<file path="src/rtl/irq_bank_pkg.sv">
package irq_bank_pkg;
   localparam int WORD_W  = 32;
   localparam int PRIO_W  = 8;
   localparam int MAX_LINES = 480;
   // address bits [11:6] select a 64-byte window
   localparam logic [5:0] RGN_EN_SET = 6'h04;
   localparam logic [5:0] RGN_EN_CLR = 6'h06;
   localparam logic [5:0] RGN_PD_SET = 6'h08;
   localparam logic [5:0] RGN_PD_CLR = 6'h0A;
   localparam logic [5:0] RGN_ACT    = 6'h0C;
   localparam logic [11:0] TYPE_OFF  = 12'h004;
   localparam logic [11:0] TRIG_OFF  = 12'hF00;
   localparam logic [9:0]  PRIO_SPAN = 10'h1F0;

   typedef enum logic [2:0] {
      SRC_NONE, SRC_EN, SRC_PD, SRC_ACT, SRC_PRIO, SRC_TYPE
   } rd_src_e;
endpackage

</file>
<file path="src/rtl/irq_reg_decode.sv">
module irq_reg_decode
   import irq_bank_pkg::*;
#(
   parameter int NUM_LINES = 64
) (
   input  logic                  bus_sel,
   input  logic                  bus_wr,
   input  logic [11:0]           bus_addr,
   input  logic [WORD_W-1:0]     bus_wdata,
   input  logic                  bus_priv,
   input  logic                  cfg_user_pend,
   output logic [NUM_LINES-1:0]  en_set,
   output logic [NUM_LINES-1:0]  en_clr,
   output logic [NUM_LINES-1:0]  pd_set,
   output logic [NUM_LINES-1:0]  pd_clr,
   output logic [NUM_LINES-1:0]  prio_we,
   output logic [NUM_LINES-1:0]  sw_pend
);
   logic       wr_cyc;
   logic [5:0] region;
   logic [3:0] word;
   logic [7:0] pword;
   logic       in_prio;
   logic       trig_ok;

   always_comb begin
      wr_cyc  = bus_sel && bus_wr;
      region  = bus_addr[11:6];
      word    = bus_addr[5:2];
      pword   = bus_addr[9:2];
      in_prio = (bus_addr[11:10] == 2'b01) && (bus_addr[9:0] < PRIO_SPAN);
      trig_ok = wr_cyc && (bus_addr == TRIG_OFF) && (bus_priv || cfg_user_pend);
   end

   for (genvar n = 0; n < NUM_LINES; n++) begin : g_line
      localparam int W = n / WORD_W;
      localparam int B = n % WORD_W;
      logic word_hit;
      assign word_hit   = (int'(word) == W) && bus_wdata[B];
      assign en_set[n]  = wr_cyc && (region == RGN_EN_SET) && word_hit;
      assign en_clr[n]  = wr_cyc && (region == RGN_EN_CLR) && word_hit;
      assign pd_set[n]  = wr_cyc && (region == RGN_PD_SET) && word_hit;
      assign pd_clr[n]  = wr_cyc && (region == RGN_PD_CLR) && word_hit;
      assign prio_we[n] = wr_cyc && in_prio && (int'(pword) == n / 4);
      assign sw_pend[n] = trig_ok && (int'(bus_wdata[8:0]) == n);
   end
endmodule

</file>
<file path="src/rtl/irq_line_cell.sv">
module irq_line_cell
   import irq_bank_pkg::*;
(
   input  logic              clk,
   input  logic              rst_n,
   input  logic              line_in,
   input  logic              en_set,
   input  logic              en_clr,
   input  logic              pd_set,
   input  logic              pd_clr,
   input  logic              sw_pend,
   input  logic              ack_hit,
   input  logic              done_hit,
   input  logic              prio_we,
   input  logic [PRIO_W-1:0] prio_wdata,
   output logic              enable,
   output logic              pending,
   output logic              active,
   output logic [PRIO_W-1:0] prio
);
   logic level_q;
   logic rise;
   logic set_any;
   logic clr_any;

   always_comb begin
      rise    = line_in && !level_q;
      // every source that pends outranks every source that clears
      set_any = rise || (done_hit && line_in) || sw_pend || pd_set;
      clr_any = pd_clr || ack_hit;
   end

   always_ff @(posedge clk or negedge rst_n) begin
      if (!rst_n) begin
         level_q <= 1'b0;
         enable  <= 1'b0;
         pending <= 1'b0;
         active  <= 1'b0;
         prio    <= '0;
      end else begin
         level_q <= line_in;
         if (en_set)       enable <= 1'b1;
         else if (en_clr)  enable <= 1'b0;
         if (set_any)      pending <= 1'b1;
         else if (clr_any) pending <= 1'b0;
         if (ack_hit)       active <= 1'b1;
         else if (done_hit) active <= 1'b0;
         if (prio_we)      prio <= prio_wdata;
      end
   end
endmodule

</file>
<file path="src/rtl/irq_read_mux.sv">
module irq_read_mux
   import irq_bank_pkg::*;
#(
   parameter int NUM_LINES = 64
) (
   input  logic                        clk,
   input  logic                        rst_n,
   input  logic                        rd_en,
   input  logic [11:0]                 rd_addr,
   input  logic [NUM_LINES-1:0]        enable,
   input  logic [NUM_LINES-1:0]        pending,
   input  logic [NUM_LINES-1:0]        active,
   input  logic [NUM_LINES*PRIO_W-1:0] prio,
   output logic [WORD_W-1:0]           rdata
);
   localparam int NUM_WORDS  = NUM_LINES / WORD_W;
   localparam int PRIO_WORDS = NUM_LINES / 4;

   rd_src_e           src;
   logic [WORD_W-1:0] en_w, pd_w, act_w, prio_w, rdata_d;

   always_comb begin
      src = SRC_NONE;
      if (rd_addr == TYPE_OFF)                                   src = SRC_TYPE;
      else if (rd_addr[11:6] == RGN_EN_SET || rd_addr[11:6] == RGN_EN_CLR) src = SRC_EN;
      else if (rd_addr[11:6] == RGN_PD_SET || rd_addr[11:6] == RGN_PD_CLR) src = SRC_PD;
      else if (rd_addr[11:6] == RGN_ACT)                          src = SRC_ACT;
      else if (rd_addr[11:10] == 2'b01 && rd_addr[9:0] < PRIO_SPAN) src = SRC_PRIO;
   end

   always_comb begin
      en_w = '0; pd_w = '0; act_w = '0; prio_w = '0;
      for (int w = 0; w < NUM_WORDS; w++) begin
         if (int'(rd_addr[5:2]) == w) begin
            en_w  = enable[w*WORD_W +: WORD_W];
            pd_w  = pending[w*WORD_W +: WORD_W];
            act_w = active[w*WORD_W +: WORD_W];
         end
      end
      for (int p = 0; p < PRIO_WORDS; p++) begin
         if (int'(rd_addr[9:2]) == p) prio_w = prio[p*WORD_W +: WORD_W];
      end
   end

   always_comb begin
      unique case (src)
         SRC_TYPE: rdata_d = WORD_W'(NUM_WORDS - 1);
         SRC_EN:   rdata_d = en_w;
         SRC_PD:   rdata_d = pd_w;
         SRC_ACT:  rdata_d = act_w;
         SRC_PRIO: rdata_d = prio_w;
         default:  rdata_d = '0;
      endcase
   end

   always_ff @(posedge clk or negedge rst_n) begin
      if (!rst_n)     rdata <= '0;
      else if (rd_en) rdata <= rdata_d;
   end
endmodule

</file>
<file path="src/rtl/irq_setclr_bank.sv">
module irq_setclr_bank
   import irq_bank_pkg::*;
#(
   parameter int NUM_LINES = 64,
   localparam int LINE_W   = $clog2(NUM_LINES)
) (
   input  logic                        clk,
   input  logic                        rst_n,
   input  logic                        bus_sel,
   input  logic                        bus_wr,
   input  logic [11:0]                 bus_addr,
   input  logic [31:0]                 bus_wdata,
   input  logic                        bus_priv,
   output logic [31:0]                 bus_rdata,
   input  logic                        cfg_user_pend,
   input  logic [NUM_LINES-1:0]        irq_in,
   input  logic                        ack_valid,
   input  logic [LINE_W-1:0]           ack_line,
   input  logic                        done_valid,
   input  logic [LINE_W-1:0]           done_line,
   output logic [NUM_LINES-1:0]        enable_o,
   output logic [NUM_LINES-1:0]        pending_o,
   output logic [NUM_LINES-1:0]        active_o,
   output logic [NUM_LINES*8-1:0]      prio_o
);
   if (NUM_LINES % WORD_W != 0 || NUM_LINES < WORD_W || NUM_LINES > MAX_LINES) begin : g_bad_cfg
      $error("NUM_LINES must be a multiple of 32 between 32 and 480");
   end

   logic [NUM_LINES-1:0] en_set, en_clr, pd_set, pd_clr, prio_we, sw_pend;

   irq_reg_decode #(.NUM_LINES(NUM_LINES)) u_dec (
      .bus_sel(bus_sel), .bus_wr(bus_wr), .bus_addr(bus_addr),
      .bus_wdata(bus_wdata), .bus_priv(bus_priv), .cfg_user_pend(cfg_user_pend),
      .en_set(en_set), .en_clr(en_clr), .pd_set(pd_set), .pd_clr(pd_clr),
      .prio_we(prio_we), .sw_pend(sw_pend)
   );

   for (genvar n = 0; n < NUM_LINES; n++) begin : g_cell
      logic ack_hit, done_hit;
      assign ack_hit  = ack_valid  && (ack_line  == LINE_W'(n));
      assign done_hit = done_valid && (done_line == LINE_W'(n));
      irq_line_cell u_cell (
         .clk(clk), .rst_n(rst_n), .line_in(irq_in[n]),
         .en_set(en_set[n]), .en_clr(en_clr[n]),
         .pd_set(pd_set[n]), .pd_clr(pd_clr[n]), .sw_pend(sw_pend[n]),
         .ack_hit(ack_hit), .done_hit(done_hit),
         .prio_we(prio_we[n]), .prio_wdata(bus_wdata[(n % 4)*PRIO_W +: PRIO_W]),
         .enable(enable_o[n]), .pending(pending_o[n]), .active(active_o[n]),
         .prio(prio_o[n*PRIO_W +: PRIO_W])
      );
   end

   irq_read_mux #(.NUM_LINES(NUM_LINES)) u_rd (
      .clk(clk), .rst_n(rst_n), .rd_en(bus_sel && !bus_wr), .rd_addr(bus_addr),
      .enable(enable_o), .pending(pending_o), .active(active_o), .prio(prio_o),
      .rdata(bus_rdata)
   );
endmodule

</file>
<file path="config.mk">
export PLATFORM = sky130hd
export DESIGN_NAME = irq_setclr_bank
export DESIGN_NICKNAME = d
export VERILOG_FILES = /design/src/rtl/irq_bank_pkg.sv /design/src/rtl/irq_reg_decode.sv /design/src/rtl/irq_line_cell.sv /design/src/rtl/irq_read_mux.sv /design/src/rtl/irq_setclr_bank.sv
export SDC_FILE = /design/constraint.sdc
export NUM_CORES = 2
export LEC_CHECK = 0
export BUFFER_PORTS_ARGS = -buffer_cell sky130_fd_sc_hd__buf_2
export CAP_MARGIN = 25
export CORE_AREA = 2 2 340 342
export CTS_CLUSTER_DIAMETER = 60
export DETAILED_ROUTE_END_ITERATION = 7
export DIE_AREA = 0 0 342 344
export GPL_TIMING_DRIVEN = 0
export HOLD_SLACK_MARGIN = 0.12
export SYNTH_ARGS = -nofsm -noshare
export SYNTH_HDL_FRONTEND = slang
export SYNTH_SLANG_ARGS = --single-unit
</file>
<file path="constraint.sdc">
create_clock -name clk -period 3.55 [get_ports clk]
set_input_delay 0.5325 -clock clk [delete_from_list [all_inputs] [get_ports clk]]
set_output_delay 0.5325 -clock clk [all_outputs]
set_load 0.02 [all_outputs]
</file>
==> results.yml <==
status:
  status: "complete, no violations"
critical_path:
  cpMostUsedCell: "buf_2"
  crit_start: "bus_addr[9]"
  critPathSlowestCell: "nor3_1"
  critPathKind: "primary input to flip-flop"
  crit_chain: "buf_2, buf_2, buf_2, nor4_2, buf_2, buf_4, nand2_1, o21ai_0, nor3b_1, nor3_1, o21ai_0"
  reg2reg_from: "g_cell[14].u_cell.prio[4]"
  r2r_slack_ns: 0.98
  worst_setup_path_start_kind: "primary input"
  cp_max_fo: 10
  cp_num_buf_inv: 5
  reg2reg_depth: 6
  slowest_delay_ns: 0.63
  regToRegEndpoint: "u_rd.rdata[20]"
  crit_arrival_ns: 4.03
  setup.worst_path.end_class: "flip-flop"
  cp.required_ns: 4.10
  critPathTopFamily: "simple AND/OR/NAND/NOR gates"
power:
  power_frac_seq_pct: 41.3
  p_per_area_nw_per_um2: 465
  swShare_pct: 28.7
  ir_worst_vdd_uv: 468
  p_int_uw: 16700
  p_switching_uw: 6710
  pwr-share-comb_pct: 11.2
  p_clk_share_pct: 47.5
  power.leakage_uw: 0.0245
global_route:
  grt_usage_pct: 42.0
  grt_max_degree: 114
  grt_pass1_vias: 36527
  grt_overflow: 0
  grt_antenna_before_repair: 32
  grt_first_pass_wirelength_um: 334000
final_layout:
  post-route-util_pct: 44.1
  final_cell_mix: "buf_2, dfrtp_1, mux2_2, o21ai_0, nand2_1"
  mostFrequentLayoutCell: "buf_2"
  design_area_um2: 50200
  nNetsFinal: 4713
  layout-drive-gt1-share_pct: 41.4
  area_delta_synth_final_pct: 28.4
worst_hold_path:
  hold_depth: 4
  hold_path_end: "g_cell[51].u_cell.pending"
  hold_path.class: "primary input to flip-flop"
  hp-start: "bus_wdata[19]"
floorplan:
  io_pins: 864
  dieArea_um2: 118000
  die_w_um: 342
  rows: 124
  initial_core_util_pct: 34.4
  core_um2: 114000
  die_h_um: 344
sta:
  post-route-period-util_pct: 98.0
  grt_setup_unrepaired: "false"
  setup_viol: 0
  max-slew-margin-rel_pct: 18.2
  fin_crit_ns: 3.48
  max_freq_mhz: 287
  worst_slew_pin_slew_ns: 1.20
  hold_viol: 0
  fin_skew_ns: 0.0395
  maxSlewViolCount: 0
routing:
  drt_first_pass_iters: 8
  drtIter0Drc: 5456
  wirelength_um: 256000
  vias: 38793
  drc: 0
  via_per_inst: 6.27
  ant_nets: 0
  wire_per_inst_um: 41.3
placement:
  io_buffers: 857
  hpwl_um: 200000
  placed_cell_area_um2: 45900
  gp_congestion: 1.05
logic_synthesis:
  ys_seq_area_share_pct: 51.1
  synthTopCellsByArea: "dfrtp_1, mux2_2, o21ai_0"
  synth.ff_latch_count: 800
  syn_area_per_cell_um2: 11.1
  syn_area_um2: 39100
  async_reset_ff_share_pct: 100
  syn-num-nets: 3648
  synth_ff_type: "dfrtp_1"
  syn_inst: 3520
  synth.largest_area_cell: "dfrtp_1"
  synth_cell_type_count: 86
  ys_warn_count: 0
  yosysTopAreaCellShare_pct: 51.1
  synth_edf_count: 0
clock_network:
  clockBufferDepth: 3
  htreeDepth: 3
  cts_root_buf: "clkbuf_16"
  clkLatencyLatePin_ns: 0.75
  post_cts_buffers: 0
  numCtsBuffers: 101
  cts_tree: "built"
  cts.clk_slew.worst_paths_ns: 0.06
  cts.sinks: 800
flow_run:
  max_cap_viol_count: 0
==> through the flow <==
step / hold slack, ns / std cells / TNS, ns / worst slack (ns) / power (uW)
2_1_floorplan: 0.237 / 3520 / 0 / 1.22 / 10900
3_3_place_gp: 0.475 / 5889 / - / -16.19 / 12200
3_5_place_dp: 0.471 / 5921 / -13.82 / -0.666 / 12300
4_1_cts: 0.195 / 6168 / 0 / 0.0695 / 23200
5_1_grt: 0.243 / 6177 / 0 / 0.0728 / 23800
6_report: 0.223 / 6191 / 0 / 0.0702 / 23400
==> cell usage after synthesis, types with 58 or more instances <==
master	instances
a311oi_1	65
dfrtp_1	800
a31oi_1	69
o21ai_0	400
a222oi_1	59
nor2_1	112
buf_4	203
o22ai_1	63
nand2_1	275
a22oi_1	58
clkbuf_1	167
buf_2	106
a21oi_1	76
mux2_2	489
a21boi_0	66
==> worst reg2reg max path, delay by kind of cell, from the launching register on <==
family	cells	cell delay, ns
flops	1	0.45
mux	1	0.46
simple gates	2	0.57
compound gates	3	0.96
==> cell type report <==
cell class                      count  area [um2]
Inverter                            7        26.3
Clock inverter                     43         642
Timing Repair Buffer              962        5600
Sequential cell                   800       20000
Tap cell                         1512        1890
Fill cell                       11087       63600
Clock buffer                      139        2900
Buffer                            500        2810
Multi-Input combinational cell   2213       16300
Antenna cell                       15        37.5
==> registers in the layout, summed over array words and instances (netlist names) <==
signal	count
g_cell.u_cell.prio	512
g_cell.u_cell.pending	64
g_cell.u_cell.level_q	64
u_rd.rdata	32
g_cell.u_cell.enable	64
g_cell.u_cell.active	64
==> what timing repair did <==
action	CTS	global route
resized for setup	0	2
hold buffers	65	0
endpoints found under the setup margin	0	91
endpoints found under the hold margin	135	0
==> power by group through the flow <==
stage / sequential, uW / clock, uW / combinational [uW]
floorplan: 9740 / 0 / 1120
global placement: 9810 / 0 / 2400
detailed placement: 9800 / 0 / 2480
CTS: 9640 / 11100 / 2540
global route: 9670 / 11400 / 2690
finish: 9660 / 11100 / 2620
==> cells by family (layout without fill, tap and decap cells) <==
logic type / count (synthesis) / in the layout / share of synthesized area [%]
other: 0 / 15 / 0
multiplexers: 562 / 562 / 16.1
buffers and inverters: 507 / 1651 / 7.24
AO/OA/AOI/OAI: 1073 / 1073 / 18.3
AND/OR/NAND/NOR: 578 / 578 / 7.20
flip-flops: 800 / 800 / 51.1
==> per-layer routing <==
layer	vias to the layer above	track usage (%)	part of all wire (%)
met2	3105	65.8	45
met3	792	14.3	13
li1	15073	-	-
met1	19801	49.9	35
met4	22	25.8	7.5
met5	-	0	0.047
==> how the worst max path moves through the flow <==
stage,endpoint,slack (ns),cells past startpoint
after floorplan,u_rd.rdata[23],1.22,10
after global placement,g_cell[10].u_cell.prio[6],-16.19,1
after detailed placement,u_rd.rdata[21],-0.67,9
after CTS,u_rd.rdata[18],0.07,10
after global routing,u_rd.rdata[21],0.07,9
final,u_rd.rdata[7],0.07,11
Power figures use the tool's default switching activity.
